File: src/rtl/lwf_pkg.sv
package lwf_pkg;
  localparam int WIDTH_BITS = 4;
  typedef logic [WIDTH_BITS-1:0] lane_width_t;

  // Highest set bit of the configured width; none -> widest; x1 demoted when not allowed.
  function automatic lane_width_t lwf_max_width(input lane_width_t cfg, input logic x1_en);
    lane_width_t res;
    res = '0;
    for (int i = 0; i < WIDTH_BITS; i++) begin
      if (cfg[i]) res = lane_width_t'(1) << i;
    end
    if (res == '0) res = lane_width_t'(1) << (WIDTH_BITS-1);
    if (res[0] && !x1_en) res = lane_width_t'(2);
    return res;
  endfunction

  function automatic lane_width_t lwf_narrower(input lane_width_t w);
    return w >> 1;
  endfunction

  function automatic logic lwf_can_narrow(input lane_width_t w, input logic x1_en);
    return (|w[WIDTH_BITS-1:2]) | (w[1] & x1_en);
  endfunction
endpackage

File: src/rtl/lwf_fail_counter.sv
module lwf_fail_counter #(
  parameter int FAIL_LIMIT = 3,
  localparam int CNT_W = (FAIL_LIMIT < 2) ? 1 : $clog2(FAIL_LIMIT)
) (
  input  logic             clk,
  input  logic             rst_n,
  input  logic             clear,
  input  logic             hold,
  input  logic             ok,
  input  logic             fail,
  output logic             persist_o,
  output logic [CNT_W-1:0] cnt_o
);
  logic [CNT_W-1:0] cnt_q;
  logic             at_last;
  logic             fail_evt;

  assign at_last   = (cnt_q == CNT_W'(FAIL_LIMIT-1));
  assign fail_evt  = fail & ~ok & ~hold & ~clear;
  assign persist_o = fail_evt & at_last;
  assign cnt_o     = cnt_q;

  always_ff @(posedge clk) begin
    if (!rst_n || clear) begin
      cnt_q <= '0;
    end else if (!hold) begin
      if (ok)            cnt_q <= '0;
      else if (persist_o) cnt_q <= '0;
      else if (fail_evt)  cnt_q <= cnt_q + CNT_W'(1);
    end
  end

  assert_cnt_below_limit_R2: assert property (@(posedge clk) disable iff (!rst_n)
    int'(cnt_q) < FAIL_LIMIT);

  assert_ok_clears_R3: assert property (@(posedge clk) disable iff (!rst_n)
    (ok && !hold) |=> (cnt_q == '0));
endmodule

File: src/rtl/lwf_width_ladder.sv
module lwf_width_ladder
  import lwf_pkg::*;
(
  input  logic        clk,
  input  logic        rst_n,
  input  logic        clear,
  input  lane_width_t cfg_max,
  input  logic        x1_en,
  input  logic        persist,
  output lane_width_t width_o,
  output logic        retrain_o,
  output logic        down_o,
  output logic        step_evt_o
);
  lane_width_t width_q;
  logic        retrain_q;
  logic        down_q;
  logic        can_step;
  logic        fatal_evt;

  assign can_step   = lwf_can_narrow(width_q, x1_en);
  assign step_evt_o = persist & ~down_q & can_step;
  assign fatal_evt  = persist & ~down_q & ~can_step;

  always_ff @(posedge clk) begin
    if (!rst_n || clear) begin
      width_q   <= lwf_max_width(cfg_max, x1_en);
      retrain_q <= 1'b0;
      down_q    <= 1'b0;
    end else begin
      retrain_q <= step_evt_o;
      if (step_evt_o) width_q <= lwf_narrower(width_q);
      if (fatal_evt)  down_q  <= 1'b1;
    end
  end

  assign width_o   = width_q;
  assign retrain_o = retrain_q;
  assign down_o    = down_q;

  assert_width_onehot_R8: assert property (@(posedge clk) disable iff (!rst_n)
    $onehot(width_q));

  assert_step_one_lane_R4: assert property (@(posedge clk) disable iff (!rst_n)
    retrain_q |-> (width_q == ($past(width_q) >> 1)));

  assert_x1_gated_R5: assert property (@(posedge clk) disable iff (!rst_n)
    (retrain_q && width_q[0]) |-> $past(x1_en));

  assert_down_sticky_R6: assert property (@(posedge clk) disable iff (!rst_n)
    (down_q && !clear) |=> down_q);

  assert_no_retrain_when_down_R6: assert property (@(posedge clk) disable iff (!rst_n)
    down_q |-> !retrain_q);
endmodule

File: src/rtl/link_width_fallback.sv
module link_width_fallback
  import lwf_pkg::*;
#(
  parameter int FAIL_LIMIT = 3
) (
  input  logic       clk,
  input  logic       rst_n,
  input  logic [3:0] cfg_max_width,
  input  logic       cfg_x1_en,
  input  logic       train_ok,
  input  logic       train_fail,
  input  logic       reenable,
  output logic [3:0] width_o,
  output logic       retrain_o,
  output logic       link_down_o
);
  localparam int CNT_W = (FAIL_LIMIT < 2) ? 1 : $clog2(FAIL_LIMIT);

  logic             persist_evt;
  logic             step_evt;
  logic             down_w;
  logic [CNT_W-1:0] fail_cnt;

  lwf_fail_counter #(.FAIL_LIMIT(FAIL_LIMIT)) cnt_i (
    .clk       (clk),
    .rst_n     (rst_n),
    .clear     (reenable),
    .hold      (down_w),
    .ok        (train_ok),
    .fail      (train_fail),
    .persist_o (persist_evt),
    .cnt_o     (fail_cnt)
  );

  lwf_width_ladder ladder_i (
    .clk        (clk),
    .rst_n      (rst_n),
    .clear      (reenable),
    .cfg_max    (cfg_max_width),
    .x1_en      (cfg_x1_en),
    .persist    (persist_evt),
    .width_o    (width_o),
    .retrain_o  (retrain_o),
    .down_o     (down_w),
    .step_evt_o (step_evt)
  );

  assign link_down_o = down_w;

  assert_reenable_wins_R7: assert property (@(posedge clk) disable iff (!rst_n)
    reenable |=> (!retrain_o && !link_down_o && fail_cnt == '0));

  assert_step_pulses_retrain_R4: assert property (@(posedge clk) disable iff (!rst_n)
    step_evt |=> retrain_o);
endmodule

File: config.mk
export PLATFORM = sky130hd
export DESIGN_NAME = link_width_fallback
export DESIGN_NICKNAME = d
export VERILOG_FILES = /design/src/rtl/lwf_pkg.sv /design/src/rtl/lwf_fail_counter.sv /design/src/rtl/lwf_width_ladder.sv /design/src/rtl/link_width_fallback.sv
export SDC_FILE = /design/constraint.sdc
export NUM_CORES = 1
export LEC_CHECK = 0
export BUFFER_PORTS_ARGS = -buffer_cell sky130_fd_sc_hd__buf_2
export CAP_MARGIN = 40
export CORE_AREA = 4 4 41 43
export CTS_CLUSTER_SIZE = 12
export DETAILED_ROUTE_END_ITERATION = 10
export DIE_AREA = 0 0 45 47
export PLACE_DENSITY = 0.67
export SLEW_MARGIN = 20
export SYNTH_ARGS = -nofsm -noshare
export SYNTH_HDL_FRONTEND = slang
export SYNTH_SLANG_ARGS = --single-unit
File: constraint.sdc
create_clock -name clk -period 1.4 [get_ports clk]
set_clock_uncertainty 0.05 [all_clocks]
set_input_delay 0.14 -clock clk [delete_from_list [all_inputs] [get_ports clk]]
set_output_delay 0.14 -clock clk [all_outputs]
set_load 0.02 [all_outputs]
# Word-level counts from Yosys, hierarchy flattened

Cells that the tools add are included.

Output and inout port bits: 6
Input port bits: 10
Register bits after elaboration: 8

Mux-type cells: 13
Bitwise logic cells: 13
Add/subtract/negate cells: 1
Reductions and logical operators: 9
Equality and inequality tests: 1

Operators with widths:

| kind                                        | count |
|---|---|
| two-way mux 4 bit                           | 7 |
| bitwise AND 1 bit                           | 8 |
| two-way mux 2 bit                           | 4 |
| logical NOT 4 bit                           | 1 |
| inverter 1 bit                              | 4 |
| two-way mux 3 bit                           | 1 |
| nonzero test 3 bit                          | 1 |
| adder 2 x 1 -> 2 bit, second input constant | 1 |
| equality test 2 bit, second input constant  | 1 |
| logical NOT 1 bit                           | 2 |
| AND reduction 2 bit                         | 1 |
| nonzero test 2 bit                          | 1 |
| OR reduction 2 bit                          | 1 |
| logical AND 1 bit                           | 1 |
| logical OR 1 bit                            | 1 |
| two-way mux 1 bit                           | 1 |
| bitwise OR 1 bit                            | 1 |

# Logic depth before layout (Yosys ltp)

Word-level depth: 11
Depth in mapped cells: 4
Mapped depth without buffers: 3

# Cells and area by module

A second synthesis with hierarchy kept.

Cell total of the unflattened synthesis: 41
Area, all modules: 406.6 µm²

Modules (own cells, without submodules):

| module           | cells each | area each (µm²) | times used |
|---|---|---|---|
| lwf_width_ladder | 29         | 295.3           | 1 |
| lwf_fail_counter | 12         | 111.4           | 1 |

# Worst setup path before layout

Ideal clock, no wire load.

Kind: flip-flop to flip-flop
Start point: register ladder_i.down_q, in the netlist ladder_i.down_o
End point: register ladder_i.width_q[0], in the netlist ladder_i.width_o[0], enable pin
Arrival time: 1.059 ns
Cell stages (with the launch flop): 4
Clock period less this slack: 1.470 ns
Path buffers: 0
Setup time: 0.361 ns
Setup slack: -0.070 ns
Cells stage by stage: dfxtp_1 -> nor2_1 -> nand4bb_1 -> o21ai_0

Cells in the longest elaborated chain, start to end: 7

RTL lines:

| item                                    | line                                           | text |
|---|---|---|
| start, declared                         | lwf_width_ladder.sv:17                         | `logic down_q;` |
| start signal, assigned                  | lwf_width_ladder.sv:29                         | `down_q <= 1'b0;` |
| start signal, assigned                  | lwf_width_ladder.sv:33                         | `if (fatal_evt) down_q <= 1'b1;` |
| inverter 1 bit (*)                      | lwf_fail_counter.sv:19, lwf_width_ladder.sv:22 |  |
| bitwise AND 1 bit (2 in series)         | lwf_fail_counter.sv:19                         | `assign fail_evt = fail & ~ok & ~hold & ~clear;` |
| bitwise AND 1 bit                       | lwf_fail_counter.sv:20                         | `assign persist_o = fail_evt & at_last;` |
| bitwise AND 1 bit (*) (2 in series)     | lwf_width_ladder.sv:22                         | `assign step_evt_o = persist & ~down_q & can_step;` |
| nonzero test 2 bit (no source line) (*) | n/a                                            |  |
| end signal, assigned                    | lwf_width_ladder.sv:27                         | `width_q <= lwf_max_width(cfg_max, x1_en);` |
| end signal, assigned                    | lwf_width_ladder.sv:32                         | `if (step_evt_o) width_q <= lwf_narrower(width_q);` |
| end, declared                           | lwf_width_ladder.sv:15                         | `lane_width_t width_q;` |

Mark *: on every way between the ends. The rest lies on a longest branch, timed or not.
A chain may end at the register's enable or synchronous reset.

# Worst setup path in the final report

Start point: register ladder_i.width_q[1], in the netlist ladder_i.width_o[1]
End point: register ladder_i.down_q, in the netlist ladder_i.down_o

Cells in the longest elaborated chain, start to end: 4

RTL lines:

| item              | line                   | text |
|---|---|---|
| bitwise AND 1 bit | lwf_pkg.sv:22          | `return (\|w[WIDTH_BITS-1:2]) \| (w[1] & x1_en);` |
| bitwise OR 1 bit  | lwf_pkg.sv:22          |  |
| inverter 1 bit    | lwf_width_ladder.sv:23 | `assign fatal_evt = persist & ~down_q & ~can_step;` |
| bitwise AND 1 bit | lwf_width_ladder.sv:23 |  |

No other way between the ends.

==> impl_metrics.json <==
{
  "dpl.cell_count": 76,
  "regArea_um2": 200,
  "core_area_um2": 1300,
  "synth_top_area_frac": 0.305,
  "antenna_found_initial": 0,
  "ys_seq_area_frac": 0.508,
  "critical_path_class": "flip-flop to flip-flop",
  "crit_path_max_incr_delay_ns": 0.41,
  "cts.sinks": 8,
  "routabilityCongestion": 0.766,
  "slew_violations": 0,
  "die_width_um": 45,
  "p_comb_frac": 0.160,
  "r2r_end": "ladder_i.down_o",
  "status": "completed",
  "post-route-min-period_ns": 1.31,
  "leakage_nw": 0.226,
  "finalNonFillerCells": 80,
  "synth_cell_types": 19,
  "r2r_cells": 4,
  "setup_viol": 0,
  "grt_pass1_wl_um": 1350,
  "drive_above_1_share": 0.354,
  "finalHoldViolCount": 0,
  "ys_ff_latch": 8,
  "drtAntennaViolNets": 0,
  "ioPinCount": 16,
  "dr.pass1.iters": 2,
  "worst-path-max-fanout": 3,
  "clk_pin_slew_worst_paths_ns": 0.06,
  "r2r-start": "ladder_i.width_o[1]",
  "ys_top_cells_by_area": "edfxtp_1 (30%), dfxtp_1 (20%), nand2_1 (8.6%)",
  "worstPathRequired_ns": 1.52,
  "hp-class": "primary input to flip-flop",
  "syn_area_um2": 394,
  "die_h_um": 47,
  "fillers": 137,
  "dr.first_iter.drc_count": 8,
  "diodes": 0,
  "rsz0062_at_grt": "no",
  "hp-start": "rst_n",
  "vdd.ir_drop.worst_uv": 440,
  "start_util": 0.303,
  "remaining_drc_errors": 0,
  "r2r_setup_slack_ns": 0.09,
  "max_freq_mhz": 765,
  "p_int_mw": 0.406,
  "row_count": 13,
  "start_kind": "flip-flop",
  "dpl_cell_area_um2": 505,
  "synth_fp_nets": 54,
  "max-slew-margin-rel": 0.747,
  "grt_max_degree": 11,
  "grt_use_total": 0.0932,
  "cts_buffer_depth": 2,
  "slowest_stage": "edfxtp_1",
  "tightest_slew_ns": 0.374,
  "cp.arrival_ns": 1.42,
  "place_ws_ns": -0.0123,
  "fp.dieArea_um2": 2120,
  "vias": 378,
  "htree_levels": 1,
  "hold_path_end": "cnt_i.cnt_o[0]",
  "io_buffers": 15,
  "final_design_area_no_fill_um2": 536,
  "whs_path_depth": 3,
  "synth_warnings": 0,
  "syn-instance-count": 44,
  "path_cells": "a211oi_1, buf_4, nand2_1, o21ai_0",
  "synth_top_cell_by_area": "edfxtp_1",
  "cts_hold_buf": 0,
  "avgRoutedWirePerCell_um": 10.3,
  "timing.final.crit_share": 0.934,
  "power_density_nw_per_um2": 1010,
  "final_cell_mix": "buf_2 (15), nand2_1 (9), o21ai_0 (4), dfxtp_1 (4), edfxtp_1 (4)",
  "nNetsFinal": 76,
  "drt-vias-per-instance": 4.73,
  "tritoncts": "yes",
  "syn_avg_cell_area_um2": 8.96,
  "grt_pass1_vias": 332,
  "p_switching_mw": 0.133,
  "maxCapViolations": 0,
  "p_sw_frac": 0.247,
  "endpoint_kind": "flip-flop",
  "grt.overflow.total": 0,
  "syn_to_final_growth_pct": 35.9,
  "multi_input_area_um2": 185,
  "routed_wl_um": 826,
  "p_clk_frac": 0.343,
  "insertion_delay_ns": 0.25,
  "layout_commonest_cell": "buf_2",
  "post-dp-hpwl_um": 681,
  "setup_ws_ns": 0.0926,
  "seq_power_share": 0.497,
  "cts_made_buffers": 3,
  "cts-root-buf": "clkbuf_4"
}
## layer usage
layer	vias up	global-route usage	share of wire
li1	198	-	-
met1	169	0.112	0.46
met2	9	0.136	0.46
met3	2	0.0345	0.073
met4	0	0.0702	0.012
met5	-	0	0
## power by group through the flow
| stage | logic (mW) | registers [mW] | clock network, mW |
|---|---|---|---|
| after floorplan | 0.0301 | 0.287 | 0 |
| after global placement | 0.0840 | 0.273 | 0 |
| final | 0.0862 | 0.268 | 0.185 |
| after global routing | 0.0949 | 0.269 | 0.205 |
| after CTS | 0.0855 | 0.268 | 0.192 |
| after detailed placement | 0.0852 | 0.273 | 0 |
## synthesized netlist by cell type
library cell,n
dfxtp_1,4
or3_1,1
nand2b_1,3
nor4b_1,1
o31ai_2,1
a31oi_1,1
nand4bb_1,1
a211oi_1,1
nor3_1,2
nand2_1,9
o21ai_0,5
nor2b_1,1
nand3_1,1
edfxtp_1,4
nand4b_1,1
buf_2,1
a21oi_1,2
nor2_1,3
inv_1,2
## worst max-delay path: cells and delay by family, from the launching register on
kind | cells | cell delay (ns)
buf+inv | 1 | 0.18
compound gates | 2 | 0.53
simple gates | 1 | 0.04
flops | 1 | 0.41
## timing repair
action                                  CTS  global route
endpoints found under the setup margin    0             4
gates resized for setup                   0             1
buffers inserted                          0             0
## worst max-delay path by stage
stage / start / end / slack, ns / cells past startpoint
2_1_floorplan: ladder_i.width_o[1] / ladder_i.width_o[0] / 0.06 / 2
5_1_grt: cnt_i.cnt_o[0] / ladder_i.width_o[3] / 0.009 / 3
3_5_place_dp: reenable / ladder_i.width_o[3] / -0.01 / 4
4_1_cts: cnt_i.cnt_o[0] / ladder_i.width_o[3] / 0.06 / 3
6_report: ladder_i.width_o[1] / ladder_i.down_o / 0.09 / 4
3_3_place_gp: reenable / ladder_i.width_o[0] / 0.05 / 4
## kinds of logic (layout without fill, tap and decap cells)
| family | Yosys count | count (layout) | synth area share |
|---|---|---|---|
| compound gates | 10 | 10 | 0.156 |
| buf+inv | 3 | 24 | 0.0317 |
| flops | 8 | 8 | 0.508 |
| simple gates | 23 | 23 | 0.305 |
## area by class of cell
cell class,count,share of cell area
clock buffer,4,0.0491
inverter,2,0.0140
multi-input combinational,33,0.346
sequential,8,0.374
tap,15,0.0350
timing repair buffer,18,0.182
## flip-flops by register name (all words and copies together), names as in the netlist
| signal | count |
|---|---|
| ladder_i.down_o | 1 |
| ladder_i.width_o | 4 |
| cnt_i.cnt_o | 2 |
| ladder_i.retrain_o | 1 |
## metrics by stage
stage / TNS, ns / total power, mW / hold slack [ns] / util
final: 0 / 0.539 / 0.135 / 0.412
after detailed placement: -0.0493 / 0.358 / 0.394 / 0.388
after floorplan: 0 / 0.317 / 0.245 / -
after CTS: 0 / 0.545 / 0.133 / 0.409
after global placement: 0 / 0.357 / 0.389 / 0.388
after global routing: 0 / 0.569 / 0.154 / 0.412
Power figures use the tool's default switching activity.
